`src/rtl/gpib_bridge_pkg.sv`:
```
package gpib_bridge_pkg;

    localparam int BUS_LINES  = 8;
    localparam int LED_COUNT  = 3;
    localparam int SEL_W      = 3;

    // bit positions of the management lines inside the control ports
    localparam int LINE_ATN  = 0;
    localparam int LINE_DAV  = 1;
    localparam int LINE_NDAC = 2;
    localparam int LINE_NRFD = 3;
    localparam int LINE_EOI  = 4;
    localparam int LINE_SRQ  = 5;
    localparam int LINE_REN  = 6;
    localparam int LINE_IFC  = 7;

    typedef enum logic [SEL_W-1:0] {
        PSEL_DATA = 3'd0,
        PSEL_CTL  = 3'd1,
        PSEL_CFG  = 3'd2,
        PSEL_STAT = 3'd3
    } port_sel_e;

    typedef enum logic [1:0] {
        IFC_IDLE  = 2'd0,
        IFC_PULSE = 2'd1,
        IFC_HOLD  = 2'd2
    } ifc_state_e;

endpackage

```
`src/rtl/gpib_out_regs.sv`:
```
module gpib_out_regs
    import gpib_bridge_pkg::*;
#(
    parameter int LINES = BUS_LINES,
    parameter int LEDS  = LED_COUNT
) (
    input  logic             clk,
    input  logic             rst_n,
    input  logic             wr_en,
    input  logic [SEL_W-1:0] reg_sel,
    input  logic [LINES-1:0] wr_data,
    output logic [LINES-1:0] dio_pull,
    output logic [LINES-1:0] ctl_pull,
    output logic [LEDS-1:0]  led_n
);

    localparam logic [LINES-1:0] LINES_RELEASED = '0;
    localparam logic [LEDS-1:0]  LEDS_DARK      = '1;

    logic [LINES-1:0] data_q;
    logic [LINES-1:0] ctl_q;
    logic [LEDS-1:0]  led_q;

    logic wr_data_port;
    logic wr_ctl_port;
    logic wr_led_port;

    always_comb begin
        wr_data_port = wr_en && (reg_sel == PSEL_DATA);
        wr_ctl_port  = wr_en && (reg_sel == PSEL_CTL);
        wr_led_port  = wr_en && (reg_sel == PSEL_STAT);
    end

    always_ff @(posedge clk) begin
        if (!rst_n) begin
            data_q <= LINES_RELEASED;
            ctl_q  <= LINES_RELEASED;
            led_q  <= LEDS_DARK;
        end else begin
            if (wr_data_port) data_q <= wr_data;
            if (wr_ctl_port)  ctl_q  <= wr_data;
            if (wr_led_port)  led_q  <= wr_data[LEDS-1:0];
        end
    end

    // a stored 1 means "asserted", which pulls the active-low line low
    assign dio_pull = data_q;

    // interface clear is sense-only: its drive is never connected
    for (genvar i = 0; i < LINES; i++) begin : g_ctl_drive
        if (i == LINE_IFC) begin : g_sense_only
            assign ctl_pull[i] = 1'b0;
        end else begin : g_driven
            assign ctl_pull[i] = ctl_q[i];
        end
    end

    assign led_n = led_q;

    AST_DATA_WRITE: assert property (@(posedge clk) disable iff (!rst_n)
        (wr_en && reg_sel == PSEL_DATA) |=> (dio_pull == $past(wr_data)));

    AST_CTL_WRITE: assert property (@(posedge clk) disable iff (!rst_n)
        (wr_en && reg_sel == PSEL_CTL) |=> (ctl_pull == {1'b0, $past(wr_data[LINES-2:0])}));

    AST_LED_WRITE: assert property (@(posedge clk) disable iff (!rst_n)
        (wr_en && reg_sel == PSEL_STAT) |=> (led_n == $past(wr_data[LEDS-1:0])));

    AST_NO_STRAY_WRITE: assert property (@(posedge clk) disable iff (!rst_n)
        !(wr_en && (reg_sel == PSEL_DATA || reg_sel == PSEL_CTL || reg_sel == PSEL_STAT))
        |=> ($stable(dio_pull) && $stable(ctl_pull) && $stable(led_n)));

endmodule

```
`src/rtl/gpib_rd_mux.sv`:
```
module gpib_rd_mux
    import gpib_bridge_pkg::*;
#(
    parameter int LINES     = BUS_LINES,
    parameter int ADDR_W    = 5,
    parameter int ADDR_BASE = 8
) (
    input  logic [SEL_W-1:0]  reg_sel,
    input  logic [LINES-1:0]  dio_in,
    input  logic [LINES-1:0]  ctl_in,
    input  logic [ADDR_W-1:0] dev_addr,
    input  logic [4:0]        sw_n,
    input  logic              dsk_busy,
    input  logic              dsk_dir,
    output logic [LINES-1:0]  rd_data
);

    localparam int OFF_W = 3;

    logic [LINES-1:0] data_rd;
    logic [LINES-1:0] ctl_rd;
    logic [OFF_W-1:0] addr_off;
    logic [LINES-1:0] cfg_rd;
    logic [LINES-1:0] stat_rd;

    // each bus line reads as asserted (1) when its level is low
    for (genvar i = 0; i < LINES; i++) begin : g_sense
        assign data_rd[i] = ~dio_in[i];
        assign ctl_rd[i]  = ~ctl_in[i];
    end

    always_comb begin
        addr_off = OFF_W'(dev_addr - ADDR_W'(ADDR_BASE));
        cfg_rd   = {sw_n[4:1], ~addr_off, sw_n[0]};
        stat_rd  = {2'b00, ~dsk_dir, ~dsk_busy, 4'b0000};
    end

    always_comb begin
        unique case (reg_sel)
            PSEL_DATA: rd_data = data_rd;
            PSEL_CTL:  rd_data = ctl_rd;
            PSEL_CFG:  rd_data = cfg_rd;
            PSEL_STAT: rd_data = stat_rd;
            default:   rd_data = '0;
        endcase
    end

endmodule

```
`src/rtl/gpib_ifc_detect.sv`:
```
module gpib_ifc_detect
    import gpib_bridge_pkg::*;
(
    input  logic clk,
    input  logic rst_n,
    input  logic ifc_line,
    output logic rst_req
);

    ifc_state_e state_q;
    ifc_state_e state_d;
    logic       ifc_q;
    logic       ifc_act;

    // one register stage on the bus level; reset value is "released"
    always_ff @(posedge clk) begin
        if (!rst_n) ifc_q <= 1'b1;
        else        ifc_q <= ifc_line;
    end

    assign ifc_act = ~ifc_q;

    always_comb begin
        state_d = state_q;
        unique case (state_q)
            IFC_IDLE:  if (ifc_act)  state_d = IFC_PULSE;
            IFC_PULSE: state_d = ifc_act ? IFC_HOLD : IFC_IDLE;
            IFC_HOLD:  if (!ifc_act) state_d = IFC_IDLE;
            default:   state_d = IFC_IDLE;
        endcase
    end

    always_ff @(posedge clk) begin
        if (!rst_n) state_q <= IFC_IDLE;
        else        state_q <= state_d;
    end

    always_comb begin
        rst_req = (state_q == IFC_PULSE);
    end

    AST_PULSE_SINGLE: assert property (@(posedge clk) disable iff (!rst_n)
        rst_req |=> !rst_req);

    AST_PULSE_CAUSE: assert property (@(posedge clk) disable iff (!rst_n)
        rst_req |-> $past(ifc_act));

    AST_NO_RETRIGGER: assert property (@(posedge clk) disable iff (!rst_n)
        rst_req |-> !$past(ifc_act, 2));

endmodule

```
`src/rtl/gpib_port_bridge.sv`:
```
module gpib_port_bridge
    import gpib_bridge_pkg::*;
#(
    parameter int LINES     = BUS_LINES,
    parameter int LEDS      = LED_COUNT,
    parameter int ADDR_W    = 5,
    parameter int ADDR_BASE = 8
) (
    input  logic              clk,
    input  logic              rst_n,
    input  logic [SEL_W-1:0]  reg_sel,
    input  logic              wr_en,
    input  logic [LINES-1:0]  wr_data,
    output logic [LINES-1:0]  rd_data,
    input  logic [LINES-1:0]  dio_in,
    output logic [LINES-1:0]  dio_pull,
    input  logic [LINES-1:0]  ctl_in,
    output logic [LINES-1:0]  ctl_pull,
    input  logic [ADDR_W-1:0] dev_addr,
    input  logic [4:0]        sw_n,
    input  logic              dsk_busy,
    input  logic              dsk_dir,
    output logic [LEDS-1:0]   led_n,
    output logic              rst_req
);

    gpib_out_regs #(
        .LINES (LINES),
        .LEDS  (LEDS)
    ) u_out (
        .clk      (clk),
        .rst_n    (rst_n),
        .wr_en    (wr_en),
        .reg_sel  (reg_sel),
        .wr_data  (wr_data),
        .dio_pull (dio_pull),
        .ctl_pull (ctl_pull),
        .led_n    (led_n)
    );

    gpib_rd_mux #(
        .LINES     (LINES),
        .ADDR_W    (ADDR_W),
        .ADDR_BASE (ADDR_BASE)
    ) u_rd (
        .reg_sel  (reg_sel),
        .dio_in   (dio_in),
        .ctl_in   (ctl_in),
        .dev_addr (dev_addr),
        .sw_n     (sw_n),
        .dsk_busy (dsk_busy),
        .dsk_dir  (dsk_dir),
        .rd_data  (rd_data)
    );

    gpib_ifc_detect u_ifc (
        .clk      (clk),
        .rst_n    (rst_n),
        .ifc_line (ctl_in[LINE_IFC]),
        .rst_req  (rst_req)
    );

    AST_IFC_NEVER_DRIVEN: assert property (@(posedge clk) disable iff (!rst_n)
        !ctl_pull[LINE_IFC]);

endmodule

```
`config.mk`:
```
export PLATFORM = sky130hd
export DESIGN_NAME = gpib_port_bridge
export DESIGN_NICKNAME = d
export VERILOG_FILES = /design/src/rtl/gpib_bridge_pkg.sv /design/src/rtl/gpib_out_regs.sv /design/src/rtl/gpib_rd_mux.sv /design/src/rtl/gpib_ifc_detect.sv /design/src/rtl/gpib_port_bridge.sv
export SDC_FILE = /design/constraint.sdc
export NUM_CORES = 1
export LEC_CHECK = 0
export ABC_AREA = 1
export BUFFER_PORTS_ARGS = -buffer_cell sky130_fd_sc_hd__buf_2
export CORE_ASPECT_RATIO = 1.5
export CORE_MARGIN = 4
export CORE_UTILIZATION = 42
export DETAILED_ROUTE_END_ITERATION = 12
export PLACE_DENSITY = 0.75
export REMOVE_ABC_BUFFERS = 1
export SKIP_CTS_REPAIR_TIMING = 1
export SLEW_MARGIN = 40
export SYNTH_ARGS = -nofsm -noshare
export SYNTH_HDL_FRONTEND = slang
export SYNTH_SLANG_ARGS = --single-unit
```
`constraint.sdc`:
```
create_clock -name clk -period 1 [get_ports clk]
set_clock_uncertainty 0.05 [all_clocks]
set_input_delay 0.05 -clock clk [delete_from_list [all_inputs] [get_ports clk]]
set_output_delay 0.05 -clock clk [all_outputs]
set_load 0.01 [all_outputs]
```
==> results of run 1 <==
## cells in the final DEF, fill, tap and decap left out, types with 3 or more instances in the layout
| cell type | synthesis | final |
|---|---|---|
| nor2_1 | 32 | 31 |
| inv_1 | 35 | 33 |
| nand2_1 | 45 | 45 |
| nor2_2 | 2 | 3 |
| clkbuf_8 | 0 | 3 |
| nand4_1 | 9 | 9 |
| nand3_1 | 17 | 17 |
| or2_4 | 0 | 3 |
| buf_4 | 1 | 10 |
| dfxtp_1 | 21 | 20 |
| nor3_1 | 3 | 3 |
| buf_2 | 2 | 64 |
## stage by stage
step                cells  hold WS, ns
floorplan             178       0.0687
global placement      289        0.200
detailed placement    289        0.201
CTS                   293      -0.0630
global route          297      0.00823
finish                297      -0.0176
## layout make-up
cell class / instances / area (um^2) / area share [%]
Multi-Input combinational cell: 121 / 586 / 34.6
Timing Repair Buffer: 78 / 457 / 27.0
Sequential cell: 21 / 422 / 24.9
Inverter: 36 / 138 / 8.13
Tap cell: 37 / 46.3 / 2.73
Clock buffer: 4 / 45.0 / 2.66
## synth_stat cells
master     n
buf_2      2
buf_4      1
buf_6      1
clkbuf_1   2
conb_1     1
dfxtp_1   21
inv_1     35
inv_2      1
nand2_1   45
nand3_1   17
nand3_2    1
nand3_4    1
nand3b_1   2
nand4_1    9
nor2_1    32
nor2_2     2
nor2_4     2
nor3_1     3
nor3_2     1
or2_2      5
## registers in the layout, indices dropped and copies added (netlist names)
| name | count |
|---|---|
| u_out.ctl_q | 7 |
| u_ifc.ifc_q | 1 |
| u_out.led_n | 3 |
| u_ifc.state_q | 2 |
| u_out.dio_pull | 8 |
## layer usage
layer	vias up	wire length (um)	track usage, %
li1	704	-	-
met1	559	1140	16.8
met2	41	1500	30.7
met3	2	185	2.67
met4	0	16	4.49
met5	-	0	0
## worst min path at each step
stage	startpoint	to	slack, ns	cells past startpoint
finish	wr_data[7]	u_out.dio_pull[7]	-0.02	3
global route	wr_data[5]	u_out.dio_pull[5]	0.008	3
CTS	ctl_in[7]	u_ifc.ifc_q	-0.06	3
detailed placement	ctl_in[7]	u_ifc.ifc_q	0.20	3
global placement	ctl_in[7]	u_ifc.ifc_q	0.20	3
floorplan	rst_n	u_ifc.ifc_q	0.07	1
## worst register-to-register path, delay by kind of cell, from the launching register on
family	cells	cell delay, ns
buffers and inverters	1	0.06
flip-flops	1	0.36
AND/OR/NAND/NOR	3	0.23
## cell families after synthesis
| family | synth area share, % |
|---|---|
| buffers and inverters | 14.8 |
| other | 0.323 |
| flip-flops | 36.2 |
| AND/OR/NAND/NOR | 48.7 |
## power breakdown
part / switching [W] / internal, W
clock network: 0.000248 / 0.000283
logic: 0.000206 / 0.000190
registers: 0.0000138 / 0.000866
total: 0.000468 / 0.00134
==> impl_metrics.json, run 1 <==
{
  "antenna_cells": 0,
  "core_um2": 2650,
  "post-route-util_pct": 63.9,
  "crit_type": "in2out",
  "dieArea_um2": 3680,
  "antenna_found_initial": 0,
  "dpl_cell_area_um2": 1590,
  "synth.largest_area_cell": "dfxtp_1",
  "grt_use_total_pct": 15.8,
  "place_congestion": 0.768,
  "critPathTopFamily": "simple AND/OR/NAND/NOR gates",
  "viasPerCell": 4.40,
  "crit_chain": "buf_2 > inv_4 > nand3_4 > or2_2 > nand3_1 > buf_2",
  "yosys_warnings": 0,
  "setup_viol": 0,
  "clk_pin_slew_ns": 0.07,
  "ir_drop_v": 0.00101,
  "final_hold_viol_count": 3,
  "timing.fmax_mhz": 1060,
  "critPathMaxStageDelay_ns": 0.29,
  "path_common_cell": "buf_2",
  "clock-sinks": 21,
  "post-place-ws_ns": 0.00588,
  "wirelength_um": 2840,
  "worstPathArrival_ns": 0.84,
  "synthCells": 184,
  "cts_buffers": 3,
  "io-pin-count": 70,
  "die_w_um": 50.9,
  "crit_path_max_fanout": 6,
  "drv_cap": 0,
  "drt_first_iter_violations": 22,
  "worstSetupEndpoint": "rd_data[3]",
  "clk_latency_ns": 0.25,
  "ys_types": 20,
  "ys_ff_latch": 21,
  "dp_hpwl_um": 2300,
  "clockBufferDepth": 2,
  "timing.hold.ws_ns": -0.0176,
  "drcViolationCount": 0,
  "worst-path-stages": 6,
  "reg2reg_to": "u_ifc.state_q[1]",
  "setup_tns_ns": 0,
  "syn_area_um2": 1160,
  "p_total_w": 0.00181,
  "firstDrtPassIters": 4,
  "path_buf_inv": 3,
  "p_per_area_nw_per_um2": 1070,
  "fp.dieH_um": 72.4,
  "postRouteAntennaNets": 0,
  "initial_core_util_pct": 43.8,
  "setup.worst_path.end_class": "output pin",
  "design_area_um2": 1690,
  "failed_checks": "hold timing",
  "setup_slack_ns": 0.0583,
  "grt_max_degree": 21,
  "portBuffers": 66,
  "timing.final.crit_share_pct": 94.2,
  "grt.overflow.total": 0,
  "r2r_cells": 4,
  "fillCellCount": 270,
  "min_path_type": "in2reg",
  "slowest_stage": "or2_2",
  "finalNetCount": 303,
  "cts_tree": "built",
  "root_buffer": "clkbuf_8",
  "rows": 23,
  "synth_area_per_cell_um2": 6.30,
  "leakage_nw": 0.988,
  "synth_top_area_share_pct": 36.2,
  "crit_path_start": "reg_sel[1]",
  "seq_area_frac_synth_pct": 36.2,
  "synth_area_leaders": "dfxtp_1, nand2_1, inv_1",
  "grt_pass1_vias": 1197,
  "grt_pass1_wl_um": 4700,
  "layout-drive-gt1-share_pct": 37.3,
  "syn_to_final_growth_pct": 46.0,
  "wire_per_inst_um": 9.56,
  "h-tree-depth": 1,
  "critPathLaunchType": "primary input",
  "crit_required_ns": 0.90,
  "r2r-start": "u_ifc.state_q[1]",
  "status": "finished with violations",
  "r2r_slack_ns": 0.22,
  "via_count": 1306,
  "slew_viol_final": 0,
  "fin_crit_ns": 0.942
}
Note: power is estimated with default switching activity, not from simulation.
==> run 2: changes to the inputs <==
--- a/config.mk
+++ b/config.mk
@@ -11,6 +11,7 @@
 export CORE_MARGIN = 4
 export CORE_UTILIZATION = 42
 export DETAILED_ROUTE_END_ITERATION = 12
+export GPL_TIMING_DRIVEN = 0
 export PLACE_DENSITY = 0.75
 export REMOVE_ABC_BUFFERS = 1
 export SKIP_CTS_REPAIR_TIMING = 1
==> constraint.sdc (replaced) <==
create_clock -name clk -period 0.9 [get_ports clk]
set_clock_uncertainty 0.05 [all_clocks]
set_input_delay 0.045 -clock clk [delete_from_list [all_inputs] [get_ports clk]]
set_output_delay 0.045 -clock clk [all_outputs]
set_load 0.01 [all_outputs]
==> run 2 against run 1 <==
Largest power group unchanged; the flow finishes with violations (hold timing, setup timing); via count up 0.23%; critical path depth down 3; clock power up 12%; first-iteration DRC count down 64%; wire length up 6.4%.
==> impl_metrics.json, run 2 (same netlist as run 1, synthesis figures left out) <==
{
  "rsz0062_at_grt": "true",
  "dp_hpwl_um": 2240,
  "via_count": 1309,
  "h-tree-depth": 1,
  "postRouteAntennaNets": 0,
  "critPathLaunchType": "register",
  "cts_tree": "built",
  "path_buf_inv": 2,
  "critPathMaxStageDelay_ns": 0.34,
  "antenna_cells": 0,
  "multi_input_area_um2": 628,
  "cts_buffers": 3,
  "antenna_found_initial": 0,
  "fillCellCount": 273,
  "crit_required_ns": 0.81,
  "crit_chain": "inv_2 > nor2_2 > buf_2",
  "setup.worst_path.end_class": "output pin",
  "timing.hold.ws_ns": -0.0281,
  "crit_path_start": "u_ifc.state_q[0]",
  "finalNetCount": 301,
  "r2r_cells": 5,
  "grt.overflow.total": 0,
  "crit_type": "reg2out",
  "rows": 23,
  "fp.dieH_um": 72.4,
  "portBuffers": 66,
  "seq_area_um2": 422,
  "clock-sinks": 21,
  "final_hold_viol_count": 3,
  "post-route-util_pct": 65.6,
  "clk_latency_ns": 0.25,
  "wirelength_um": 3020,
  "drcViolationCount": 0,
  "worst-path-stages": 3,
  "r2r_slack_ns": 0.04,
  "die_w_um": 50.9,
  "grt_pass1_vias": 1179,
  "firstDrtPassIters": 4,
  "drt_first_iter_violations": 8,
  "p_per_area_nw_per_um2": 1170,
  "leakage_nw": 0.996,
  "min_path_type": "in2reg",
  "failed_checks": "hold timing, setup timing",
  "clk_pin_slew_ns": 0.07,
  "timing.fmax_mhz": 1080,
  "root_buffer": "clkbuf_8",
  "syn_to_final_growth_pct": 49.7,
  "status": "finished with violations",
  "grt_use_total_pct": 15.7,
  "core_um2": 2650,
  "r2r-start": "u_ifc.state_q[0]",
  "largest_reg_flops": 8,
  "io-pin-count": 70,
  "clockBufferDepth": 2,
  "worstPathArrival_ns": 0.83,
  "crit_path_max_fanout": 2,
  "critPathTopFamily": "flip-flops",
  "slowest_stage": "dfxtp_2",
  "slew_viol_final": 0,
  "dieArea_um2": 3680,
  "initial_core_util_pct": 43.8,
  "grt_pass1_wl_um": 4710,
  "place_congestion": 0.790,
  "layout-drive-gt1-share_pct": 38.4,
  "setup_slack_ns": -0.0227,
  "setup_viol": 1,
  "wire_per_inst_um": 10.2,
  "grt_max_degree": 21,
  "p_total_w": 0.00204,
  "fin_crit_ns": 0.923,
  "final_common_cell": "buf_2",
  "worstSetupEndpoint": "rst_req",
  "drv_cap": 0,
  "viasPerCell": 4.44,
  "timing.final.crit_share_pct": 103,
  "ir_drop_v": 0.000793,
  "mostFrequentLayoutCells": "buf_2, nand2_1, inv_1",
  "reg2reg_to": "u_ifc.state_q[1]"
}
## run 2: worst min-delay path, stage by stage
cell	delay, ns
buf_2	0.07
nor2_1	0.03
nor2_1	0.09
## run 2: layout make-up
type                            count  area share (%)
Timing Repair Buffer               76            25.6
Multi-Input combinational cell    121            36.2
Sequential cell                    21            24.3
Tap cell                           37            2.67
Clock buffer                        3            2.38
Inverter                           36            8.65
Clock inverter                      1           0.288
## run 2: worst min-delay path by stage
stage,from,end,slack [ns],cells after the start
3_3_place_gp,ctl_in[7],u_ifc.ifc_q,0.19,3
5_1_grt,wr_data[7],u_out.dio_pull[7],0.03,3
4_1_cts,ctl_in[7],u_ifc.ifc_q,-0.07,3
2_1_floorplan,rst_n,u_ifc.ifc_q,0.06,1
3_5_place_dp,ctl_in[7],u_ifc.ifc_q,0.20,3
6_report,wr_data[7],u_out.dio_pull[7],-0.03,3
## run 2: per-layer routing
layer | share of wire (%) | vias to the layer above | routed length (um) | track usage, %
met5 | 0 | - | 0 | 0
met4 | 0.53 | 0 | 16 | 5.39
met3 | 6.4 | 2 | 194 | 1.85
met2 | 54 | 43 | 1640 | 31.3
met1 | 39 | 564 | 1170 | 16.1
li1 | - | 700 | - | -
## run 2: metrics by stage
stage	hold slack, ns	TNS (ns)	setup slack (ns)	cells	instance area, um^2
6_report	-0.0281	-0.0227	-0.0227	295	1740
4_1_cts	-0.0732	-2.33	-0.319	285	1550
5_1_grt	0.0251	-0.456	-0.0842	295	1740
2_1_floorplan	0.0637	0	0.0439	178	1120
3_3_place_gp	0.192	-4.72	-0.330	281	1500
3_5_place_dp	0.196	-4.60	-0.319	281	1500
## run 2: report_power, final
part           switching (W)  leakage (nW)  internal (W)
logic               0.000246         0.799      0.000216
clock network       0.000289        0.0255      0.000308
registers          0.0000156         0.171      0.000962
==> run 3: changes to the inputs <==
--- a/config.mk
+++ b/config.mk
@@ -13,6 +13,7 @@
 export DETAILED_ROUTE_END_ITERATION = 12
 export GPL_TIMING_DRIVEN = 0
 export PLACE_DENSITY = 0.75
+export RECOVER_POWER = 50
 export REMOVE_ABC_BUFFERS = 1
 export SKIP_CTS_REPAIR_TIMING = 1
 export SLEW_MARGIN = 40
==> run 3 against run 2 <==
The run still ends with hold timing, setup timing left; hold slack about the same; clock power hardly changed; register-to-register slack hardly changed; first-iteration DRC count is the same; count of clock-buffer cells in the layout did not move; sequential cell count is the same; sequential share of layout area up 0.37 points; utilization down 0.99 points; fmax down 0.13%; via count rose by 0.76%; critical endpoint unchanged; highest routed layer unchanged.
==> impl_metrics.json, run 3 (same netlist as run 1, synthesis figures left out) <==
{
  "final_cells": 295,
  "via_count": 1319,
  "h-tree-depth": 1,
  "drt_first_iter_violations": 8,
  "cts_tree": "built",
  "dp_hpwl_um": 2240,
  "root_buffer": "clkbuf_8",
  "fillCellCount": 279,
  "postRouteAntennaNets": 0,
  "largest_reg_flops": 8,
  "p_per_area_nw_per_um2": 1190,
  "drcViolationCount": 0,
  "fin_crit_ns": 0.924,
  "portBuffers": 66,
  "status": "finished with violations",
  "slew_viol_final": 0,
  "grt_pass1_vias": 1179,
  "clockBufferDepth": 2,
  "grt_use_total_pct": 15.7,
  "dp.cells": 281,
  "seq_area_um2": 422,
  "r2r-start": "u_ifc.state_q[0]",
  "rows": 23,
  "crit_path_start": "u_ifc.state_q[0]",
  "setup.worst_path.end_class": "output pin",
  "crit_path_max_fanout": 2,
  "viasPerCell": 4.47,
  "wirelength_um": 3050,
  "grt_max_degree": 21,
  "place_congestion": 0.790,
  "worstSetupEndpoint": "rst_req",
  "final_hold_viol_count": 4,
  "timing.fmax_mhz": 1080,
  "r2r_cells": 5,
  "setup_slack_ns": -0.0239,
  "r2r_slack_ns": 0.04,
  "fp.dieH_um": 72.4,
  "initial_core_util_pct": 43.8,
  "p_total_w": 0.00203,
  "min_path_type": "in2reg",
  "core_um2": 2650,
  "clk_pin_slew_ns": 0.07,
  "crit_type": "reg2out",
  "wire_per_inst_um": 10.3,
  "timing.final.crit_share_pct": 103,
  "slowest_stage": "dfxtp_2",
  "clock-sinks": 21,
  "dieArea_um2": 3680,
  "antenna_found_initial": 0,
  "multi_input_area_um2": 616,
  "io-pin-count": 70,
  "critPathMaxStageDelay_ns": 0.34,
  "dpl_cell_area_um2": 1500,
  "layout-drive-gt1-share_pct": 37.2,
  "leakage_nw": 0.981,
  "cts_buffers": 3,
  "ir_drop_v": 0.000855,
  "grt_pass1_wl_um": 4710,
  "final_common_cell": "buf_2",
  "syn_to_final_growth_pct": 47.5,
  "failed_checks": "hold timing, setup timing",
  "crit_chain": "inv_2 > nor2_2 > buf_2",
  "crit_required_ns": 0.81,
  "setup_viol": 2,
  "design_area_um2": 1710,
  "timing.hold.ws_ns": -0.0286,
  "worstPathArrival_ns": 0.83,
  "mostFrequentLayoutCells": "buf_2, nand2_1, inv_1",
  "critPathLaunchType": "register",
  "antenna_cells": 0,
  "drv_cap": 0,
  "grt.overflow.total": 0,
  "clk_latency_ns": 0.25,
  "die_w_um": 50.9,
  "rsz0062_at_grt": "true",
  "firstDrtPassIters": 4,
  "post-place-ws_ns": -0.319,
  "reg2reg_to": "u_ifc.state_q[1]",
  "finalNetCount": 301
}
[run 3: worst min path at each step]
| stage | from | endpoint | slack [ns] | depth (start not counted) |
|---|---|---|---|---|
| detailed placement | ctl_in[7] | u_ifc.ifc_q | 0.20 | 3 |
| floorplan | rst_n | u_ifc.ifc_q | 0.06 | 1 |
| finish | wr_data[7] | u_out.dio_pull[7] | -0.03 | 3 |
| global route | wr_data[7] | u_out.dio_pull[7] | 0.03 | 3 |
| CTS | ctl_in[7] | u_ifc.ifc_q | -0.07 | 3 |
| global placement | ctl_in[7] | u_ifc.ifc_q | 0.19 | 3 |
[run 3: layer usage]
metal  vias up  global-route usage [%]  part of all wire, %
met1       574                    16.1                   39
met2        44                    31.3                   54
met3         2                    1.85                  6.3
met4         0                    5.39                 0.53
li1        699                       -                    -
met5         -                       0                    0
[run 3: worst max-delay path, delay by kind of cell (launching register included)]
kind	cells	cell delay [ns]
flops	1	0.34
simple gates	1	0.08
buf+inv	2	0.16
[run 3: cell type report]
cell class,instances,area share (%)
inverters,36,8.19
well taps,37,2.71
clock inverters,1,0.293
multi-input cells,121,36.0
clock buffers,3,2.41
flip-flops and latches,21,24.7
repair buffers,76,25.7
[run 3: stage by stage]
stage | hold WS (ns) | TNS, ns | util [%]
final | -0.0286 | -0.0247 | 64.6
after global routing | 0.0251 | -0.608 | 64.6
after CTS | -0.0732 | -2.33 | 58.4
after detailed placement | 0.196 | -4.60 | 56.7
after global placement | 0.192 | -4.72 | 56.7
after floorplan | 0.0637 | 0 | -
[run 3: report_power, final]
part | internal, W | total (W) | switching, W
Sequential | 0.000962 | 0.000978 | 0.0000158
Clock | 0.000308 | 0.000599 | 0.000292
Combinational | 0.000212 | 0.000452 | 0.000241
Total | 0.00148 | 0.00203 | 0.000548
